**config.mk**
```make
export PLATFORM = sky130hd
export DESIGN_NAME = memmap_decoder
export DESIGN_NICKNAME = d
export VERILOG_FILES = /design/src/rtl/mm_pkg.sv /design/src/rtl/mm_map_reg.sv /design/src/rtl/mm_region_dec.sv /design/src/rtl/mm_rd_mux.sv /design/src/rtl/memmap_decoder.sv
export SDC_FILE = /design/constraint.sdc
export NUM_CORES = 1
export LEC_CHECK = 0
export BUFFER_PORTS_ARGS = -buffer_cell sky130_fd_sc_hd__buf_2
export CORE_MARGIN = 8
export CORE_UTILIZATION = 40
export CTS_CLUSTER_DIAMETER = 100
export DETAILED_ROUTE_END_ITERATION = 7
export PLACE_DENSITY_LB_ADDON = 0.2
export SLEW_MARGIN = 20
export SYNTH_ARGS = -nofsm -noshare
export SYNTH_HDL_FRONTEND = slang
export SYNTH_SLANG_ARGS = --single-unit
```
**constraint.sdc**
```tcl
create_clock -name clk -period 1.3 [get_ports clk]
set_input_delay 0.13 -clock clk [delete_from_list [all_inputs] [get_ports clk]]
set_output_delay 0.13 -clock clk [all_outputs]
set_load 0.01 [all_outputs]
```
**src/rtl/mm_pkg.sv**
```systemverilog
// Package: types shared by the memory map decoder.
// Assumes a 16-bit address space made of sixteen 4 KB pages.
package mm_pkg;
    typedef enum logic [1:0] {
        RGN_EXT = 2'd0,
        RGN_EEP = 2'd1,
        RGN_RAM = 2'd2,
        RGN_REG = 2'd3
    } region_e;

    typedef struct packed {
        logic [3:0] ram_pg;
        logic [3:0] reg_pg;
    } map_t;

    localparam int NUM_RGN = 4;
endpackage

```
**src/rtl/mm_map_reg.sv**
```systemverilog
// Mapping register with a write window that opens once after reset.
// Counts edges after reset up to WIN_CYCLES and saturates there.
// Accepts the first write that arrives while the window is open, then locks.
// Assumes CNT_W can hold WIN_CYCLES.
module mm_map_reg #(
    parameter int         WIN_CYCLES = 64,
    parameter int         CNT_W      = 7,
    parameter logic [7:0] RST_VAL    = 8'h01
) (
    input  logic          clk,
    input  logic          rst_n,
    input  logic          wr_req,
    input  logic [7:0]    wdata,
    output mm_pkg::map_t  map_q,
    output logic          win_open,
    output logic          used_q
);
    localparam logic [CNT_W-1:0] WIN_LIM = CNT_W'(WIN_CYCLES);

    logic [CNT_W-1:0] cnt_q;
    logic             wr_ok;

    assign win_open = (cnt_q < WIN_LIM);
    assign wr_ok    = wr_req && win_open && !used_q;

    // Window counter: cleared by reset, saturates at the window length.
    always_ff @(posedge clk) begin
        if (!rst_n)
            cnt_q <= '0;
        else if (win_open)
            cnt_q <= cnt_q + 1'b1;
    end

    // Single-use lock: set by the first accepted write.
    always_ff @(posedge clk) begin
        if (!rst_n)
            used_q <= 1'b0;
        else if (wr_ok)
            used_q <= 1'b1;
    end

    // Mapping storage: loads the reset value, then takes the accepted write.
    always_ff @(posedge clk) begin
        if (!rst_n)
            map_q <= mm_pkg::map_t'(RST_VAL);
        else if (wr_ok)
            map_q <= mm_pkg::map_t'(wdata);
    end
endmodule

```
**src/rtl/mm_region_dec.sv**
```systemverilog
// Region decoder: compares the address against each internal region and
// resolves overlaps by priority (register block, then RAM, then EEPROM).
// Assumes RAM_BYTES and REG_BYTES each fit within a 4 KB page.
module mm_region_dec #(
    parameter int RAM_BYTES = 1024,
    parameter int REG_BYTES = 96
) (
    input  logic [15:0]       addr,
    input  mm_pkg::map_t      map_q,
    input  logic [3:0]        ee_page,
    input  logic              ee_on,
    output mm_pkg::region_e   region
);
    localparam logic [12:0] RAM_LIM = 13'(RAM_BYTES);
    localparam logic [12:0] REG_LIM = 13'(REG_BYTES);

    logic [3:0]  pg;
    logic [12:0] off;
    logic        hit_reg, hit_ram, hit_eep;

    assign pg  = addr[15:12];
    assign off = {1'b0, addr[11:0]};

    // Hit detection per region.
    always_comb begin
        hit_reg = (pg == map_q.reg_pg) && (off < REG_LIM);
        hit_ram = (pg == map_q.ram_pg) && (off < RAM_LIM);
        hit_eep = ee_on && (pg == ee_page) && (addr[11:9] == 3'b111);
    end

    // Priority resolution into a single region code.
    always_comb begin
        if (hit_reg)
            region = mm_pkg::RGN_REG;
        else if (hit_ram)
            region = mm_pkg::RGN_RAM;
        else if (hit_eep)
            region = mm_pkg::RGN_EEP;
        else
            region = mm_pkg::RGN_EXT;
    end
endmodule

```
**src/rtl/mm_rd_mux.sv**
```systemverilog
// Read-back multiplexer for the mapping register and the configuration byte.
// Assumes acc_sel 01 selects the mapping and 10 selects the configuration.
module mm_rd_mux (
    input  logic [1:0] acc_sel,
    input  logic [7:0] map_bits,
    input  logic [3:0] ee_page,
    input  logic       wdog_off,
    input  logic       ee_on,
    output logic [7:0] rdata
);
    // Selects the read source; unused codes return zero.
    always_comb begin
        unique case (acc_sel)
            2'b01:   rdata = map_bits;
            2'b10:   rdata = {ee_page, 1'b1, wdog_off, 1'b1, ee_on};
            default: rdata = 8'h00;
        endcase
    end
endmodule

```
**src/rtl/memmap_decoder.sv**
```systemverilog
// Top level of the relocatable memory map decoder.
// Combines the one-shot mapping register, the region decoder and the read-back
// mux, and expands the region code into one-hot selects.
// Assumes the inputs are synchronous to clk.
module memmap_decoder #(
    parameter int         RAM_BYTES  = 1024,
    parameter int         REG_BYTES  = 96,
    parameter int         WIN_CYCLES = 64,
    parameter int         CNT_W      = 7,
    parameter logic [7:0] RST_VAL    = 8'h01
) (
    input  logic        clk,
    input  logic        rst_n,
    input  logic [15:0] addr,
    input  logic        bus_we,
    input  logic [7:0]  wdata,
    input  logic [1:0]  acc_sel,
    input  logic [3:0]  cfg_ee_page,
    input  logic        cfg_ee_en,
    input  logic        cfg_single_chip,
    input  logic        cfg_wdog_off,
    output logic        sel_reg,
    output logic        sel_ram,
    output logic        sel_eep,
    output logic        sel_ext,
    output logic [7:0]  rdata
);
    mm_pkg::map_t    map_q;
    mm_pkg::region_e region;
    logic [7:0]      map_bits;
    logic            win_open;
    logic            used_q;
    logic            ee_on;
    logic            map_wr;
    logic [mm_pkg::NUM_RGN-1:0] sel_vec;

    assign map_bits = map_q;
    assign ee_on    = cfg_ee_en || cfg_single_chip;
    assign map_wr   = bus_we && (acc_sel == 2'b01);

    mm_map_reg #(
        .WIN_CYCLES (WIN_CYCLES),
        .CNT_W      (CNT_W),
        .RST_VAL    (RST_VAL)
    ) u_map (
        .clk      (clk),
        .rst_n    (rst_n),
        .wr_req   (map_wr),
        .wdata    (wdata),
        .map_q    (map_q),
        .win_open (win_open),
        .used_q   (used_q)
    );

    mm_region_dec #(
        .RAM_BYTES (RAM_BYTES),
        .REG_BYTES (REG_BYTES)
    ) u_dec (
        .addr    (addr),
        .map_q   (map_q),
        .ee_page (cfg_ee_page),
        .ee_on   (ee_on),
        .region  (region)
    );

    mm_rd_mux u_rd (
        .acc_sel  (acc_sel),
        .map_bits (map_bits),
        .ee_page  (cfg_ee_page),
        .wdog_off (cfg_wdog_off),
        .ee_on    (ee_on),
        .rdata    (rdata)
    );

    // One-hot expansion of the region code.
    for (genvar g = 0; g < mm_pkg::NUM_RGN; g++) begin : g_sel
        assign sel_vec[g] = (region == mm_pkg::region_e'(g));
    end

    assign sel_ext = sel_vec[0];
    assign sel_eep = sel_vec[1];
    assign sel_ram = sel_vec[2];
    assign sel_reg = sel_vec[3];
endmodule

```
After elaboration in Yosys (flattened, before gate mapping)
Index checks and enable logic that the tools add are counted.
W data, S select, Z words.
{"block": "op_classes", "n_div": 0, "multipliers": 0, "bitwise": 0, "n_lt_le_gt_ge": 3, "add_sub_neg": 1, "shift": 0, "mux": 4, "n_reduce_logical": 10, "eq_ne": 9}
{"op": "$pmux W8 S2", "n": 1}
{"op": "$eq A4 B4 Y1", "n": 3}
{"op": "$lt A12 B11 Y1 const B", "n": 1}
{"op": "$lt A12 B7 Y1 const B", "n": 1}
{"op": "$add A7 B1 Y7 const B", "n": 1}
{"op": "$logic_and A1 B1 Y1", "n": 7}
{"op": "$lt A7 B7 Y1 const B", "n": 1}
{"op": "$eq A2 B2 Y1 const B", "n": 3}
{"op": "$eq A2 B1 Y1 const B", "n": 2}
{"op": "$mux W2", "n": 2}
{"op": "$eq A3 B3 Y1 const B", "n": 1}
{"op": "$logic_not A2 Y1", "n": 1}
{"op": "$logic_not A1 Y1", "n": 1}
{"op": "$logic_or A1 B1 Y1", "n": 1}
{"op": "$mux W1", "n": 1}
{"block": "totals", "n_memories": 0, "latch_bits": 0, "ff_bits": 16, "mem_bits_rw": 0, "output_inout_bits": 12, "rom_bits": 0}

Longest topological paths before layout
Gate-level depths: netlist (run 1).
{"block": "logic_depth", "ltp_word": 7, "ltp_mapped": 7, "depth_no_buf": 5}

Modules after synthesis
A second synthesis (run 1) with hierarchy kept.
{"block": "unflattened", "hier_cells": 109, "hier_area_um2": 1059.8}
{"mod": "mm_map_reg", "instances": 1, "cells_each": 60, "area_each_um2": 659.4}
{"mod": "mm_region_dec", "instances": 1, "cells_each": 20, "area_each_um2": 185.2}
{"mod": "mm_rd_mux", "instances": 1, "cells_each": 23, "area_each_um2": 173.9}
{"mod": "memmap_decoder", "instances": 1, "cells_each": 6, "area_each_um2": 41.3}

Worst setup path after synthesis (run 1)
OpenSTA, ideal clock, no wires.
{"block": "synth_path", "path_type": "input-to-output", "start": "in addr[10]", "end": "out sel_ext", "setup_slack_ns": -0.071, "n_path_buf": 0, "required_time_ns": 1.170, "t_arrival_ns": 1.241, "cell_stages": 3, "cell_sequence": "or4_4 a2111oi_4 nor3_1"}
{"block": "synth_between", "elab_chain_cells": 6, "word_cells_on_any_way": 10, "classes_between": "2 x order compare; 1 x eq/ne; 3 x mux; 4 x reduce/logical"}
{"item": "start, declared", "line": "memmap_decoder.sv:14", "text": "input logic [15:0] addr,"}
{"item": "branches (longest 4 deep; another with $lt A12 B11 Y1)"}
{"item": "$mux W2 *", "line": "mm_region_dec.sv:33", "text": "if (hit_reg)"}
{"item": "$logic_not A2 Y1 *", "line": "memmap_decoder.sv:77", "text": "assign sel_vec[g] = (region == mm_pkg::region_e'(g));"}
{"item": "end, declared", "line": "memmap_decoder.sv:25", "text": "output logic sel_ext,"}
Every way passes the cells marked *.

Worst setup path in the final report (run 1)
{"block": "layout_path", "start": "reg u_map.map_q[0] (netlist name)", "end": "out sel_ext"}
{"block": "layout_between", "elab_chain_cells": 4}
{"item": "$eq A4 B4 Y1", "line": "mm_region_dec.sv:26", "text": "hit_reg = (pg == map_q.reg_pg) && (off < REG_LIM);"}
{"item": "$logic_and A1 B1 Y1", "line": "mm_region_dec.sv:26"}
{"item": "$mux W2", "line": "mm_region_dec.sv:33"}
{"item": "$logic_not A2 Y1", "line": "memmap_decoder.sv:77"}
No other way between the ends.

==> results of run 1 <==
cells by family after synthesis:
| family | after synthesis |
|---|---|
| XOR/XNOR | 15 |
| buffers and inverters | 9 |
| adder cells (fa/ha/maj) | 3 |
| AO/OA/AOI/OAI | 21 |
| AND/OR/NAND/NOR | 50 |
| flip-flops | 16 |
| multiplexers | 1 |
tightest hold or removal path, stage by stage:
cell	delay (ns)
buf_2	0.08
nand2_1	0.04
nand3_1	0.07
metal layers:
layer	vias to the layer above	global-route usage	wire length (um)
met3	2	0.0447	187
met1	456	0.148	1160
met2	23	0.234	1380
li1	495	-	-
met5	-	0	0
met4	0	0.0490	23
registers in the layout (all words and copies together), names as in the netlist:
register and count:
u_map.used_q 1, u_map.map_q 8, u_map.cnt_q 7
report_power, final:
group	internal (mW)	total [mW]	switching (mW)
sequential	0.510	0.526	0.0156
clock	0.107	0.245	0.138
combinational	0.122	0.240	0.118
cells in the mapped netlist (all sizes together) (2+ instances only):
cell type	number	share of area
xnor2	12	0.11
clkbuf	5	0.020
nand3	5	0.026
ha	3	0.039
and3	2	0.013
a21boi	7	0.055
a21oi	3	0.016
dfxtp	16	0.33
xor2	3	0.027
a22oi	5	0.039
nor4	2	0.013
and2	4	0.026
nand2	17	0.067
nor2	8	0.031
inv	3	0.012
nand2b	2	0.013
nor2b	5	0.033
path summary, 6_finish.rpt:
| kind | cells past startpoint | endpoint | slack [ns] |
|---|---|---|---|
| max reg2reg | 4 | u_map.cnt_q[5] | 0.16 |
| min reg2reg | 2 | u_map.map_q[6] | 0.49 |
| max | 5 | sel_ext | -0.28 |
| min | 3 | u_map.map_q[0] | 0.08 |
area by class of cell:
class                      instances  area [sq um]
clock buffer                       3          22.5
fill                             215           900
inverter                           3          11.3
multi-input combinational         90           652
sequential                        16           328
tap                               28          35.0
timing repair buffer              52           285
metrics by stage:
stage                     power, mW  cells  setup slack, ns
after floorplan               0.646    115           0.0274
after global placement        0.753    189          -0.0722
after detailed placement      0.760    189           -0.128
after CTS                      1.01    192           -0.278
after global routing           1.07    192           -0.356
final                          1.01    192           -0.276
cells in the final DEF (no fill, tap or decap), types with 3 or more instances in the layout:
master     n
a21boi_0   7
a21oi_1    3
a22oi_1    5
and2_1     4
buf_2     42
buf_4     10
clkbuf_4   3
dfxtp_1   10
dfxtp_2    6
inv_1      3
nand2_1   17
nand3_1    5
nor2_1     8
nor2b_1    4
xnor2_1    9
xnor2_2    3
xor2_1     3
timing repair:
action / 4_1_cts / 5_1_grt
pin swaps: 6 / 0
endpoints found under the setup margin: 3 / 7
gates cloned: 0 / 0
gates resized for setup: 8 / 7
==> metrics.txt, run 1 <==
status finished with violations; failing checks setup timing; Adder-Cell Fraction of Synth Area 0.0392; GRT Total Usage 0.134; fin crit share 1.21; Synth Flop Type dfxtp_1; wire per inst roughly 14 um; Rel. slew slack 0.762; Max VDD drop about 620 uV; WS Path Type register to output port; CP Data Required Time between 1 and 1.5 ns; clock tree buffer depth 2; initial antenna violation count 0; main combinational cell family by area after synthesis simple AND/OR/NAND/NOR gates; num rows 17; Seq/Total Area, Yosys 0.335; Worst Max-Slew Pin Slew between 0.3 and 0.4 ns; Top delay family on crit path flip-flops; HPWL after detailed placement approximately 2200 um; worst hold slack approximately 0.076 ns; post-synthesis register bit count 16; min Tclk post-route around 1.6 ns; CTS Sinks 16; Simple-Gate Fraction of Synth Area 0.265; WP buf/inv 1; CP max stage delay approximately 0.34 ns; Pwr per Cell Area 757 nW/um^2; first-pass GRT wire length around 4600 um; DRT Pass-1 Iters 4; DP Area ~1300 sq um; Cells after Synth 115; Compound-Gate Fraction of Synth Area 0.176; CTS Buf Count 3; reg2reg start u_map.cnt_q[2]; Worst-path clk slew 0.08 ns; final setup fails 3; number of flops mapped to enable cells by yosys 0; fin nets between 200 and 250; IO Pins 48; ys async rst share 0; syn_nets 154; critical path arrival 1.45 ns; Worst Hold Class primary input to register; die area 4210 sq um; gr ovfl total 0; unrepaired setup endpoints after global routing yes; Ys Warns 0; Highest Clock Rate 0.634 GHz; CTS tree built; clock skew 0.00153 ns; GP Congestion ~0.76; H-tree Lvls 1; final hold violations 0; die width 64.9 um; Worst setup EP type output port; mux share of post-synthesis cell area 0.0105; Slowest-stage cell, CP dfxtp_2; Post-Route WL around 2700 um; final-report max-slew violation count 0; vias in the first global route slightly above 1000; Vias between 900 and 1000; worst setup margin -0.276 ns; Clk Latency, worst-skew pair 0.27 ns; crit path from u_map.map_q[0]; # port buffers 42; Root Driver clkbuf_4; Initial Util 0.429; die height around 65 um; static leakage between 0.5 and 0.6 nW; post-DR vias/cell about 5.1; Crit Path Max Fanout 3; area delta synth->final 39.3%; # DRC 0; count of different cell masters after synthesis 30; share of cells above drive strength 1 0.433; pin count of the biggest net entering global routing 17; initial drt markers 50; CP Launch Type register; average size of a mapped cell 8.32 sq um; design area about 1300 sq um; max cap viols 0; Cell Area, Synth between 900 and 1000 sq um; Final ANT Viol Nets 0; worst path cell trace xnor2_2 -> nand4_1 -> a2111oi_4 -> nor3_1 -> buf_2; fin util 0.597; xor-xnor portion of the synthesized cell area 0.137; core area 2230 sq um; Post-CTS Setup Bufs 0; CTS Hold Bufs 0; hold wc startpoint wdata[0]; total negative slack -0.802 ns; n_diodes 0
Power figures use the tool's default switching activity.
==> run 2: changes to the inputs <==
--- a/config.mk
+++ b/config.mk
@@ -6,8 +6,10 @@
 export NUM_CORES = 1
 export LEC_CHECK = 0
 export BUFFER_PORTS_ARGS = -buffer_cell sky130_fd_sc_hd__buf_2
+export CELL_PAD_IN_SITES_DETAIL_PLACEMENT = 0
+export CELL_PAD_IN_SITES_GLOBAL_PLACEMENT = 1
 export CORE_MARGIN = 8
-export CORE_UTILIZATION = 40
+export CORE_UTILIZATION = 31
 export CTS_CLUSTER_DIAMETER = 100
 export DETAILED_ROUTE_END_ITERATION = 7
 export PLACE_DENSITY_LB_ADDON = 0.2
==> run 2 against run 1 <==
The run still ends with setup timing left; global-route usage decreased by 2.7 points; final cell count is 5.2% higher; worst setup slack better by 0.0056 ns; die area grew 22%; hold slack improved by 0.0049 ns; flip-flop and latch count unchanged; critical endpoint is now sel_ram.
==> metrics.txt, run 2 (same netlist as run 1, synthesis figures left out) <==
Reg2Reg Depth 5 (+1); DP Area 1290 sq um (+2.9%); first-pass GRT wire length 4510 um (-1.8%); critical path arrival 1.44 ns (about the same); GP Congestion 0.802 (+5.4%); Rel. slew slack 0.782 (+0.0203); CTS Buf Count 3 (unchanged); die width 71.6 um (+10%); worst hold slack 0.0806 ns (+0.00491 ns); vias in the first global route 999 (-1.7%); failing checks setup timing; GRT Total Usage 0.108 (-0.0266); Clk Latency, worst-skew pair 0.28 ns (about the same); share of cells above drive strength 1 0.420 (-0.0128); hold wc startpoint wdata[3]; Vias 955 (-2.2%); Post-Route WL 2750 um (+0.18%); fin nets 209 (+2.0%); Final ANT Viol Nets 0 (unchanged); pin count of the biggest net entering global routing 17 (unchanged); die area 5120 sq um (+22%); num rows 20 (+3); Worst-path clk slew 0.09 ns (about the same); DRT Pass-1 Iters 4 (unchanged); design area 1360 sq um (+2.0%); Top reg by flops u_map.map_q; min Tclk post-route 1.57 ns (-0.00561 ns); Highest Clock Rate 0.637 GHz (+0.36%); Initial Util 0.319 (-0.110); H-tree Lvls 1 (unchanged); flop-to-flop setup slack 0.12 ns (-0.04 ns); # DRC 0 (unchanged); worst setup margin -0.271 ns (+0.00561 ns); WHS Endpoint u_map.map_q[3]; # port buffers 42 (unchanged); hold depth 3 (unchanged); dpl ws -0.110 ns (+0.0176 ns); max FFs per register 8 (unchanged); Layout fillers 318 (+48%); clock share of power 0.299 (+0.057); Worst Max-Slew Pin Slew 0.326 ns (-0.0314 ns); max cap viols 0 (unchanged); clock tree buffer depth 2 (unchanged); core area 3000 sq um (+34%); Sw Share 0.265 (-0.00335); initial antenna violation count 0 (unchanged); CTS Hold Bufs 0 (unchanged); WS Path Type register to output port; wire per inst 13.6 um (-4.8%); area delta synth->final 42.1%; sequential power share 0.478 (-0.042); initial drt markers 18 (-64%); unrepaired setup endpoints after global routing yes; status finished with violations; Internal Power 807 uW (+9.2%); fin util 0.453 (-0.144); Max VDD drop 563 uV (-9.5%); Pwr per Cell Area 807 nW/um^2 (+6.6%); gr ovfl total 0 (unchanged); fin crit share 1.21 (-0.00431); final setup fails 3 (unchanged); CTS Sinks 16 (unchanged); total power 1.10 mW (+8.7%); Root Driver clkbuf_4; clock skew 0.00231 ns (+0.000786 ns); final hold violations 0 (unchanged); static leakage 0.615 nW (+3.9%); most frequent cells in the layout buf_2, nand2_1, buf_4, dfxtp_1, xnor2_1; CP Data Required Time 1.17 ns (about the same); Worst Hold Class primary input to register; switching power 291 uW (+7.3%); Comb pwr share 0.223 (-0.014); final-report max-slew violation count 0 (unchanged); Crit Path Max Fanout 3 (unchanged); n_diodes 0 (unchanged); post-DR vias/cell 4.73 (-7.0%); Worst setup EP type output port; die height 71.6 um (+10%); biggest regs u_map.map_q (8), u_map.cnt_q (7), u_map.used_q (1); r2r endpoint u_map.map_q[0]; CTS tree built; reg2reg start u_map.cnt_q[6]; CP Launch Type register; IO Pins 48 (unchanged); HPWL after detailed placement 2280 um (+3.5%); commonest non-fill, non-tap cell in the layout buf_2
-- run 2: cell type report --
cell class                 instances  area [sq um]  share of cell area
multi-input combinational         90           629               0.463
sequential                        16           327               0.240
timing repair buffer              56           315               0.232
tap                               33          41.3              0.0304
clock buffer                       4          36.3              0.0267
inverter                           3          11.3             0.00828
-- run 2: how the worst max path moves through the flow --
stage / startpoint / to / slack, ns / depth (start not counted)
floorplan: u_map.map_q[1] / sel_ext / 0.03 / 4
global placement: addr[10] / sel_ext / -0.08 / 5
detailed placement: addr[10] / sel_ext / -0.11 / 5
CTS: u_map.map_q[2] / sel_ram / -0.30 / 5
global route: u_map.map_q[2] / sel_ram / -0.37 / 5
finish: u_map.map_q[2] / sel_ram / -0.27 / 5
-- run 2: worst max-delay path, cell delays in order, from the launching register on --
cell and delay, ns:
dfxtp_2 0.37, xnor2_2 0.11, nand4_1 0.17, a2111oi_4 0.28, nor2b_1 0.08, buf_2 0.15
-- run 2: timing repair --
item	4_1_cts	5_1_grt
setup endpoints to repair	3	6
resized for setup	6	3
gates cloned	0	0
pin swaps	7	0
setup buffers	0	0
-- run 2: power by group through the flow --
stage          combinational (mW)  sequential, mW  clock [mW]
6_report                    0.244           0.525       0.328
5_1_grt                     0.271           0.528       0.365
4_1_cts                     0.243           0.525       0.337
3_5_place_dp                0.238           0.535           0
3_3_place_gp                0.234           0.533           0
2_1_floorplan               0.113           0.532           0
-- run 2: metal layers --
layer,track usage,routed length (um),up-vias
met4,0.0272,9,0
met1,0.130,1270,423
met5,0,0,-
li1,-,-,501
met3,0.0418,232,2
met2,0.173,1230,29
-- run 2: metrics by stage --
stage | TNS, ns | instances
3_5_place_dp | -0.264 | 198
5_1_grt | -1.08 | 202
3_3_place_gp | -0.174 | 198
6_report | -0.770 | 202
2_1_floorplan | 0 | 115
4_1_cts | -0.857 | 202
